$ cat src/rtl/i2ct_pkg.sv
package i2ct_pkg;
  localparam int CR_W    = 16;
  localparam int BYTE_W  = 8;
  localparam int TADDR_W = 7;

  localparam int CB_EN   = 0;
  localparam int CB_HOST = 1;
  localparam int CB_DIR  = 2;
  localparam int CB_AT8  = 4;
  localparam int CB_NACK = 5;
  localparam int CB_GC   = 8;
  localparam int CB_STR  = 9;

  typedef enum logic [2:0] {
    TS_IDLE, TS_ADDR, TS_RX, TS_TX, TS_WAIT
  } tstate_e;

  typedef struct packed {
    logic str_en;
    logic gc_en;
    logic nack_sel;
    logic at8;
    logic host;
    logic en;
  } tcfg_t;

  // address byte match: own address, or general call when allowed
  function automatic logic addr_hit(input logic [BYTE_W-1:0] b,
                                    input logic [TADDR_W-1:0] own,
                                    input logic gc);
    return (b[BYTE_W-1:1] == own) || (gc && (b == '0));
  endfunction

  function automatic logic [CR_W-1:0] cfg_pack(input tcfg_t c, input logic dir);
    logic [CR_W-1:0] r;
    r = '0;
    r[CB_EN]   = c.en;
    r[CB_HOST] = c.host;
    r[CB_DIR]  = dir;
    r[CB_AT8]  = c.at8;
    r[CB_NACK] = c.nack_sel;
    r[CB_GC]   = c.gc_en;
    r[CB_STR]  = c.str_en;
    return r;
  endfunction

  // stretch decision at the 8th (at8_edge=1) or 9th (0) falling edge
  function automatic logic stretch_now(input logic str_en, input logic at8,
                                       input logic at8_edge);
    return str_en && (at8 == at8_edge);
  endfunction
endpackage

$ cat src/rtl/i2ct_sync.sv
module i2ct_sync #(
  parameter int STAGES = 2,
  parameter int WIDTH  = 2
) (
  input  logic             clk,
  input  logic             rst_n,
  input  logic [WIDTH-1:0] d,
  output logic [WIDTH-1:0] q
);
  for (genvar g = 0; g < WIDTH; g++) begin : g_bit
    logic [STAGES-1:0] chain;
    always_ff @(posedge clk or negedge rst_n) begin
      if (!rst_n) chain <= '1;
      else        chain <= {chain[STAGES-2:0], d[g]};
    end
    assign q[g] = chain[STAGES-1];
  end
endmodule

$ cat src/rtl/i2ct_ctrl.sv
module i2ct_ctrl
  import i2ct_pkg::*;
(
  input  logic            clk,
  input  logic            rst_n,
  input  logic            wr,
  input  logic [CR_W-1:0] wdata,
  input  logic            busy,
  input  logic            dir,
  output tcfg_t           cfg,
  output logic [CR_W-1:0] rdata
);
  always_ff @(posedge clk or negedge rst_n) begin
    if (!rst_n) begin
      cfg <= '{str_en: 1'b0, gc_en: 1'b0, nack_sel: 1'b0, at8: 1'b0,
               host: 1'b0, en: 1'b1};
    end else if (wr) begin
      cfg.str_en   <= wdata[CB_STR];
      cfg.gc_en    <= wdata[CB_GC];
      cfg.nack_sel <= wdata[CB_NACK];
      cfg.at8      <= wdata[CB_AT8];
      cfg.host     <= wdata[CB_HOST];
      if (!busy) cfg.en <= wdata[CB_EN];
    end
  end

  assign rdata = cfg_pack(cfg, dir);
endmodule

$ cat src/rtl/i2ct_engine.sv
module i2ct_engine
  import i2ct_pkg::*;
(
  input  logic               clk,
  input  logic               rst_n,
  input  logic               scl_s,
  input  logic               sda_s,
  input  logic               en,
  input  logic               gc_en,
  input  logic               nack_sel,
  input  logic               str_en,
  input  logic               at8,
  input  logic [TADDR_W-1:0] own_addr,
  input  logic               tx_load,
  input  logic [BYTE_W-1:0]  tx_data,
  input  logic               stretch_rel,
  output logic               scl_oe,
  output logic               sda_oe,
  output logic [BYTE_W-1:0]  rx_data,
  output logic               byte_done,
  output logic               busy,
  output logic               dir,
  output logic               start_evt,
  output logic               stop_evt,
  output logic               addr_done
);
  localparam logic [3:0] LAST_DATA = 4'(BYTE_W);
  localparam logic [3:0] ACK_CLK   = 4'(BYTE_W + 1);

  logic scl_p, sda_p;
  logic scl_rise, scl_fall;
  tstate_e state;
  logic [3:0] bitn;
  logic [BYTE_W-1:0] shreg, txsh, tx_hold;
  logic mnack;
  logic in_byte;

  always_ff @(posedge clk or negedge rst_n) begin
    if (!rst_n) begin
      scl_p <= 1'b1;
      sda_p <= 1'b1;
    end else begin
      scl_p <= scl_s;
      sda_p <= sda_s;
    end
  end

  assign scl_rise  = scl_s & ~scl_p;
  assign scl_fall  = ~scl_s & scl_p;
  assign start_evt = scl_s & scl_p & sda_p & ~sda_s;
  assign stop_evt  = scl_s & scl_p & ~sda_p & sda_s;
  assign in_byte   = (state == TS_ADDR) || (state == TS_RX) || (state == TS_TX);
  assign addr_done = (state == TS_ADDR) && scl_fall && (bitn == LAST_DATA);

  always_ff @(posedge clk or negedge rst_n) begin
    if (!rst_n) begin
      state     <= TS_IDLE;
      bitn      <= '0;
      shreg     <= '0;
      txsh      <= '0;
      tx_hold   <= '0;
      mnack     <= 1'b0;
      busy      <= 1'b0;
      dir       <= 1'b0;
      scl_oe    <= 1'b0;
      sda_oe    <= 1'b0;
      rx_data   <= '0;
      byte_done <= 1'b0;
    end else begin
      byte_done <= 1'b0;
      if (tx_load) tx_hold <= tx_data;
      if (start_evt) begin
        busy   <= 1'b1;
        state  <= en ? TS_ADDR : TS_IDLE;
        bitn   <= '0;
        mnack  <= 1'b0;
        sda_oe <= 1'b0;
        scl_oe <= 1'b0;
      end else if (stop_evt) begin
        busy   <= 1'b0;
        state  <= TS_IDLE;
        sda_oe <= 1'b0;
        scl_oe <= 1'b0;
      end else begin
        if (scl_oe && (stretch_rel || (tx_load && dir))) begin
          scl_oe <= 1'b0;
          if (tx_load && dir && state == TS_TX && bitn == '0) begin
            txsh   <= tx_data;
            sda_oe <= ~tx_data[BYTE_W-1];
          end
        end
        if (in_byte && scl_rise) begin
          if (bitn < LAST_DATA) shreg <= {shreg[BYTE_W-2:0], sda_s};
          else if (state == TS_TX && sda_s) mnack <= 1'b1;
          bitn <= bitn + 4'd1;
        end
        if (in_byte && scl_fall) begin
          if (bitn == LAST_DATA) begin
            case (state)
              TS_ADDR: begin
                if (addr_hit(shreg, own_addr, gc_en)) begin
                  sda_oe <= 1'b1;
                  dir    <= shreg[0];
                  scl_oe <= stretch_now(str_en, at8, 1'b1);
                end else begin
                  state <= TS_WAIT;
                end
              end
              TS_RX: begin
                rx_data   <= shreg;
                byte_done <= 1'b1;
                sda_oe    <= ~nack_sel;
                scl_oe    <= stretch_now(str_en, at8, 1'b1);
              end
              default: begin
                byte_done <= 1'b1;
                sda_oe    <= 1'b0;
                scl_oe    <= stretch_now(str_en, at8, 1'b1);
              end
            endcase
          end else if (bitn == ACK_CLK) begin
            bitn   <= '0;
            sda_oe <= 1'b0;
            if (state == TS_TX && mnack) begin
              state <= TS_WAIT;
            end else begin
              scl_oe <= stretch_now(str_en, at8, 1'b0);
              if ((state == TS_ADDR && dir) || state == TS_TX) begin
                state  <= TS_TX;
                txsh   <= tx_hold;
                sda_oe <= ~tx_hold[BYTE_W-1];
              end else begin
                state <= TS_RX;
              end
            end
          end else if (state == TS_TX && bitn != '0) begin
            txsh   <= {txsh[BYTE_W-2:0], 1'b0};
            sda_oe <= ~txsh[BYTE_W-2];
          end
        end
      end
    end
  end
endmodule

$ cat src/rtl/i2c_target.sv
module i2c_target
  import i2ct_pkg::*;
#(
  parameter int SYNC_STAGES = 2
) (
  input  logic        clk,
  input  logic        rst_n,
  input  logic        scl_i,
  input  logic        sda_i,
  output logic        scl_oe,
  output logic        sda_oe,
  input  logic [6:0]  own_addr,
  input  logic        reg_wr,
  input  logic [15:0] reg_wdata,
  output logic [15:0] reg_rdata,
  input  logic        tx_load,
  input  logic [7:0]  tx_data,
  input  logic        stretch_rel,
  output logic [7:0]  rx_data,
  output logic        byte_done
);
  localparam int LINES = 2;

  logic [LINES-1:0] line_s;
  tcfg_t cfg;
  logic busy, dir, start_evt, stop_evt, addr_done;
  logic cfg_en, cfg_str;

  i2ct_sync #(.STAGES(SYNC_STAGES), .WIDTH(LINES)) u_sync (
    .clk(clk), .rst_n(rst_n), .d({scl_i, sda_i}), .q(line_s)
  );

  i2ct_ctrl u_ctrl (
    .clk(clk), .rst_n(rst_n), .wr(reg_wr), .wdata(reg_wdata),
    .busy(busy), .dir(dir), .cfg(cfg), .rdata(reg_rdata)
  );

  i2ct_engine u_eng (
    .clk(clk), .rst_n(rst_n), .scl_s(line_s[1]), .sda_s(line_s[0]),
    .en(cfg.en), .gc_en(cfg.gc_en), .nack_sel(cfg.nack_sel),
    .str_en(cfg.str_en), .at8(cfg.at8), .own_addr(own_addr),
    .tx_load(tx_load), .tx_data(tx_data), .stretch_rel(stretch_rel),
    .scl_oe(scl_oe), .sda_oe(sda_oe), .rx_data(rx_data),
    .byte_done(byte_done), .busy(busy), .dir(dir),
    .start_evt(start_evt), .stop_evt(stop_evt), .addr_done(addr_done)
  );

  assign cfg_en  = cfg.en;
  assign cfg_str = cfg.str_en;
endmodule

$ cat config.mk
export PLATFORM = sky130hd
export DESIGN_NAME = i2c_target
export DESIGN_NICKNAME = d
export VERILOG_FILES = /design/src/rtl/i2ct_pkg.sv /design/src/rtl/i2ct_sync.sv /design/src/rtl/i2ct_ctrl.sv /design/src/rtl/i2ct_engine.sv /design/src/rtl/i2c_target.sv
export SDC_FILE = /design/constraint.sdc
export NUM_CORES = 1
export LEC_CHECK = 0
export CAP_MARGIN = 20
export CORE_AREA = 2 2 84 86
export CTS_CLUSTER_DIAMETER = 60
export CTS_CLUSTER_SIZE = 16
export DETAILED_ROUTE_END_ITERATION = 10
export DIE_AREA = 0 0 86 88
export PLACE_DENSITY = 0.74
export RECOVER_POWER = 25
export SYNTH_ARGS = -nofsm -noshare
export SYNTH_HDL_FRONTEND = slang
export SYNTH_SLANG_ARGS = --single-unit
$ cat constraint.sdc
create_clock -name clk -period 1.8 [get_ports clk]
set_input_delay 0.27 -clock clk [delete_from_list [all_inputs] [get_ports clk]]
set_output_delay 0.27 -clock clk [all_outputs]
set_load 0.1 [all_outputs]
==> metrics.yaml <==
critical_path:
  path_depth: 7
  reg2reg_setup_slack_ns: -0.02
  reg2reg_depth: 7
  crit_type: "register to register"
  r2r-end: "u_eng.txsh[6]"
  critPathTopFamily: "simple AND/OR/NAND/NOR gates"
  cp.arrival_ns: 2.02
  cp-start-kind: "register"
  path_cells: "buf_4 > nor2_1 > a211oi_4 > buf_4 > and3_1 > a31oi_1 > o22ai_1"
  crit_path_end_kind: "register"
  crit_path_top_delay_cell: "dfrtp_1"
  endpoint: "u_eng.txsh[6]"
  max_stage_delay_ns: 0.44
  cp_common_cell: "buf_4"
  path_buf_inv: 2
  cp_max_fo: 6
  required_ns: 2.00
  startpoint: "u_eng.state[1]"
  regToRegStartpoint: "u_eng.state[1]"
cts:
  htreeDepth: 2
  clkTransAtPathRegs_ns: 0.11
  cts_tree: "built"
  clockBufferDepth: 2
  clkLatencyLatePin_ns: 0.31
  cts-buffers-inserted: 5
  clkSinkCount: 56
  ctsRootBufferMaster: "clkbuf_8"
pwr:
  ir_drop_mv: 0.830
  swShare_pct: 35.1
  cellInternalPower_mw: 2.36
  power.share.clock_pct: 19.5
  p_comb_share_pct: 35.9
  pwr-share-seq_pct: 44.6
  power.leakage_nw: 1.80
  switching_power_mw: 1.28
  p_per_area_nw_per_um2: 895
logic_synthesis:
  syn_avg_cell_area_sq_um: 11.3
  ys.flop_type: "dfrtp_1"
  synth-seq-area-share_pct: 48.0
  synth_cell_types: 57
  ys_async_sr_fraction_pct: 100
  synth_seq_cells: 56
  synth_area_sq_um: 2940
  synth.most_common_cell: "dfrtp_1"
  synth_area_leaders: "dfrtp_1 42%, mux2_2 12%, dfstp_2 6.3%"
  synth_warnings: 0
  synth_top_cell_by_area: "dfrtp_1"
  synth_top_cell_area_share_pct: 41.8
  synthTopCellsByCount: "49 x dfrtp_1, 30 x mux2_2, 16 x buf_4"
  synth_edf_count: 0
  synth_cells: 260
floorplanning:
  start_util_pct: 44.2
  die_area_sq_um: 7570
  die-height_um: 88
  die_x_um: 86
  io_pins: 65
  fp-row-count: 30
  core_area_sq_um: 6640
place:
  gp_congestion: 0.874
  portBuffers: 45
  dp_hpwl_mm: 4.81
run_status:
  status: "finished with violations"
  violations: "setup timing"
sta:
  fmax_mhz: 550
  tightestPinTransition_ns: 0.763
  setup_viol: 8
  fin_skew_ns: 0.00805
  final_max_slew_viol_count: 0
  worst_slack_ns: -0.0182
  slew_headroom_pct: 49.2
  hold_viol: 0
  rsz0062_at_grt: "true"
  min_period_ns: 1.82
  min_period_over_period_pct: 101
  tns_ns: -0.0740
global_route:
  grt_usage_pct: 18.7
  grt_pass1_wl_mm: 11.2
  gr-usage-met1_pct: 24.5
  grt_pass1_vias: 2337
  gr-usage-met2_pct: 30.9
  grt_max_degree: 57
  antenna_found_initial: 0
  grt-busiest-layer: "met2"
  use_met3_pct: 5.18
  overflow: 0
layout:
  antenna_cells: 0
  drive_above_1_share_pct: 41.8
  syn2layout_area_growth_pct: 38.4
  nets: 389
  postLayoutCoreUtil_pct: 61.2
drt:
  drc: 0
  num_vias: 2326
  via_per_inst: 5.42
  drt-pass1-iter-count: 4
  wl_mm: 6.92
  wire_per_inst_um: 16.1
  drtIter0Drc: 154
  drtAntennaViolNets: 0
run:
  cap_violations: 0
worst_hold_path:
  min-delay-path-class: "register to register"
==> worst min path at each step <==
stage,endpoint,start,cells past startpoint,slack (ns)
floorplan,u_ctrl.cfg[1],rst_n,0,-0.03
global placement,u_eng.rx_data[4],rst_n,2,0.29
detailed placement,u_eng.rx_data[4],rst_n,2,0.30
CTS,u_sync.g_bit[0].chain[0],sda_i,1,0.35
global route,u_sync.g_bit[1].chain[1],u_sync.g_bit[1].chain[0],0,0.36
finish,u_sync.g_bit[0].chain[1],u_sync.g_bit[0].chain[0],0,0.36
==> registers in the layout, summed over array words and instances (netlist names) <==
register            flops
u_ctrl.cfg              6
u_eng.bitn              4
u_eng.busy              1
u_eng.byte_done         1
u_eng.dir               1
u_eng.mnack             1
u_eng.rx_data           8
u_eng.scl_oe            1
u_eng.scl_p             1
u_eng.sda_oe            1
u_eng.sda_p             1
u_eng.shreg             8
u_eng.state             3
u_eng.tx_hold           8
u_eng.txsh              7
u_sync.g_bit.chain      4
==> per-stage QoR <==
step           area (sq um)  power [mW]  hold WS (ns)  setup slack (ns)  std cells
4_1_cts                4010        3.62         0.348          -0.00748        427
2_1_floorplan          2980        2.30       -0.0256           -0.0744        268
3_3_place_gp           3740        2.72         0.290            -0.121        412
6_report               4060        3.64         0.361           -0.0182        429
5_1_grt                4060        3.84         0.364            -0.124        429
3_5_place_dp           3740        2.76         0.296            -0.166        412
==> cell type report <==
cell class	count	area [sq um]
Sequential cell	56	1410
Clock inverter	3	21.3
Multi-Input combinational cell	182	1550
Inverter	8	30.0
Fill cell	511	2580
Tap cell	80	100
Timing Repair Buffer	95	885
Clock buffer	5	68.8
==> worst reg2reg max path, cell delays in order (launching register included) <==
cell and delay, ns:
dfrtp_1 0.44, buf_4 0.19, nor2_1 0.35, a211oi_4 0.10, buf_4 0.18, and3_1 0.17
a31oi_1 0.17, o22ai_1 0.11
==> layout by cell type (no fill, tap or decap), types with 5 or more instances in the layout <==
| master | count |
|---|---|
| o21ai_0 | 9 |
| dfrtp_1 | 48 |
| buf_6 | 5 |
| a211o_1 | 5 |
| buf_12 | 7 |
| conb_1 | 9 |
| clkdlybuf4s50_1 | 24 |
| a21oi_1 | 12 |
| nand2_1 | 11 |
| and3_1 | 7 |
| dfstp_2 | 7 |
| mux2_2 | 22 |
| mux2_4 | 8 |
| nand3_1 | 14 |
| nor2_1 | 8 |
| inv_1 | 7 |
| clkbuf_8 | 5 |
| xnor2_1 | 8 |
| buf_4 | 54 |
==> layer usage <==
metal | part of all wire [%] | vias up
li1 | - | 1105
met1 | 44 | 1135
met2 | 49 | 75
met3 | 5.6 | 11
met4 | 1.5 | 0
met5 | 0 | -
==> logic make-up (layout without fill, tap and decap cells) <==
| kind of cell | Yosys count | count (layout) | synth area share [%] |
|---|---|---|---|
| muxes | 33 | 33 | 12.5 |
| AOI/OAI and AO/OA | 50 | 50 | 12.7 |
| DFF | 56 | 56 | 48.0 |
| buffers and inverters | 30 | 111 | 6.01 |
| xor gates and xnor gates | 8 | 8 | 2.39 |
| and+or+nand+nor | 79 | 79 | 16.9 |
| adders and majority gates | 3 | 3 | 1.28 |
| other | 1 | 9 | 0.128 |
==> power groups by stage <==
stage | clock network (mW) | logic, mW | registers (mW)
6_report | 0.711 | 1.30 | 1.62
5_1_grt | 0.776 | 1.41 | 1.65
4_1_cts | 0.722 | 1.27 | 1.62
3_5_place_dp | 0 | 1.12 | 1.64
3_3_place_gp | 0 | 1.09 | 1.63
2_1_floorplan | 0 | 0.689 | 1.61
==> repair_timing <==
| item | 4_1_cts | 5_1_grt |
|---|---|---|
| setup buffers | 6 | 2 |
| endpoints found under the hold margin | 49 | 0 |
| hold buffers | 1 | 0 |
| pin swaps | 14 | 4 |
| resized for setup | 26 | 15 |
| endpoints found under the setup margin | 23 | 23 |
Power figures use the tool's default switching activity.
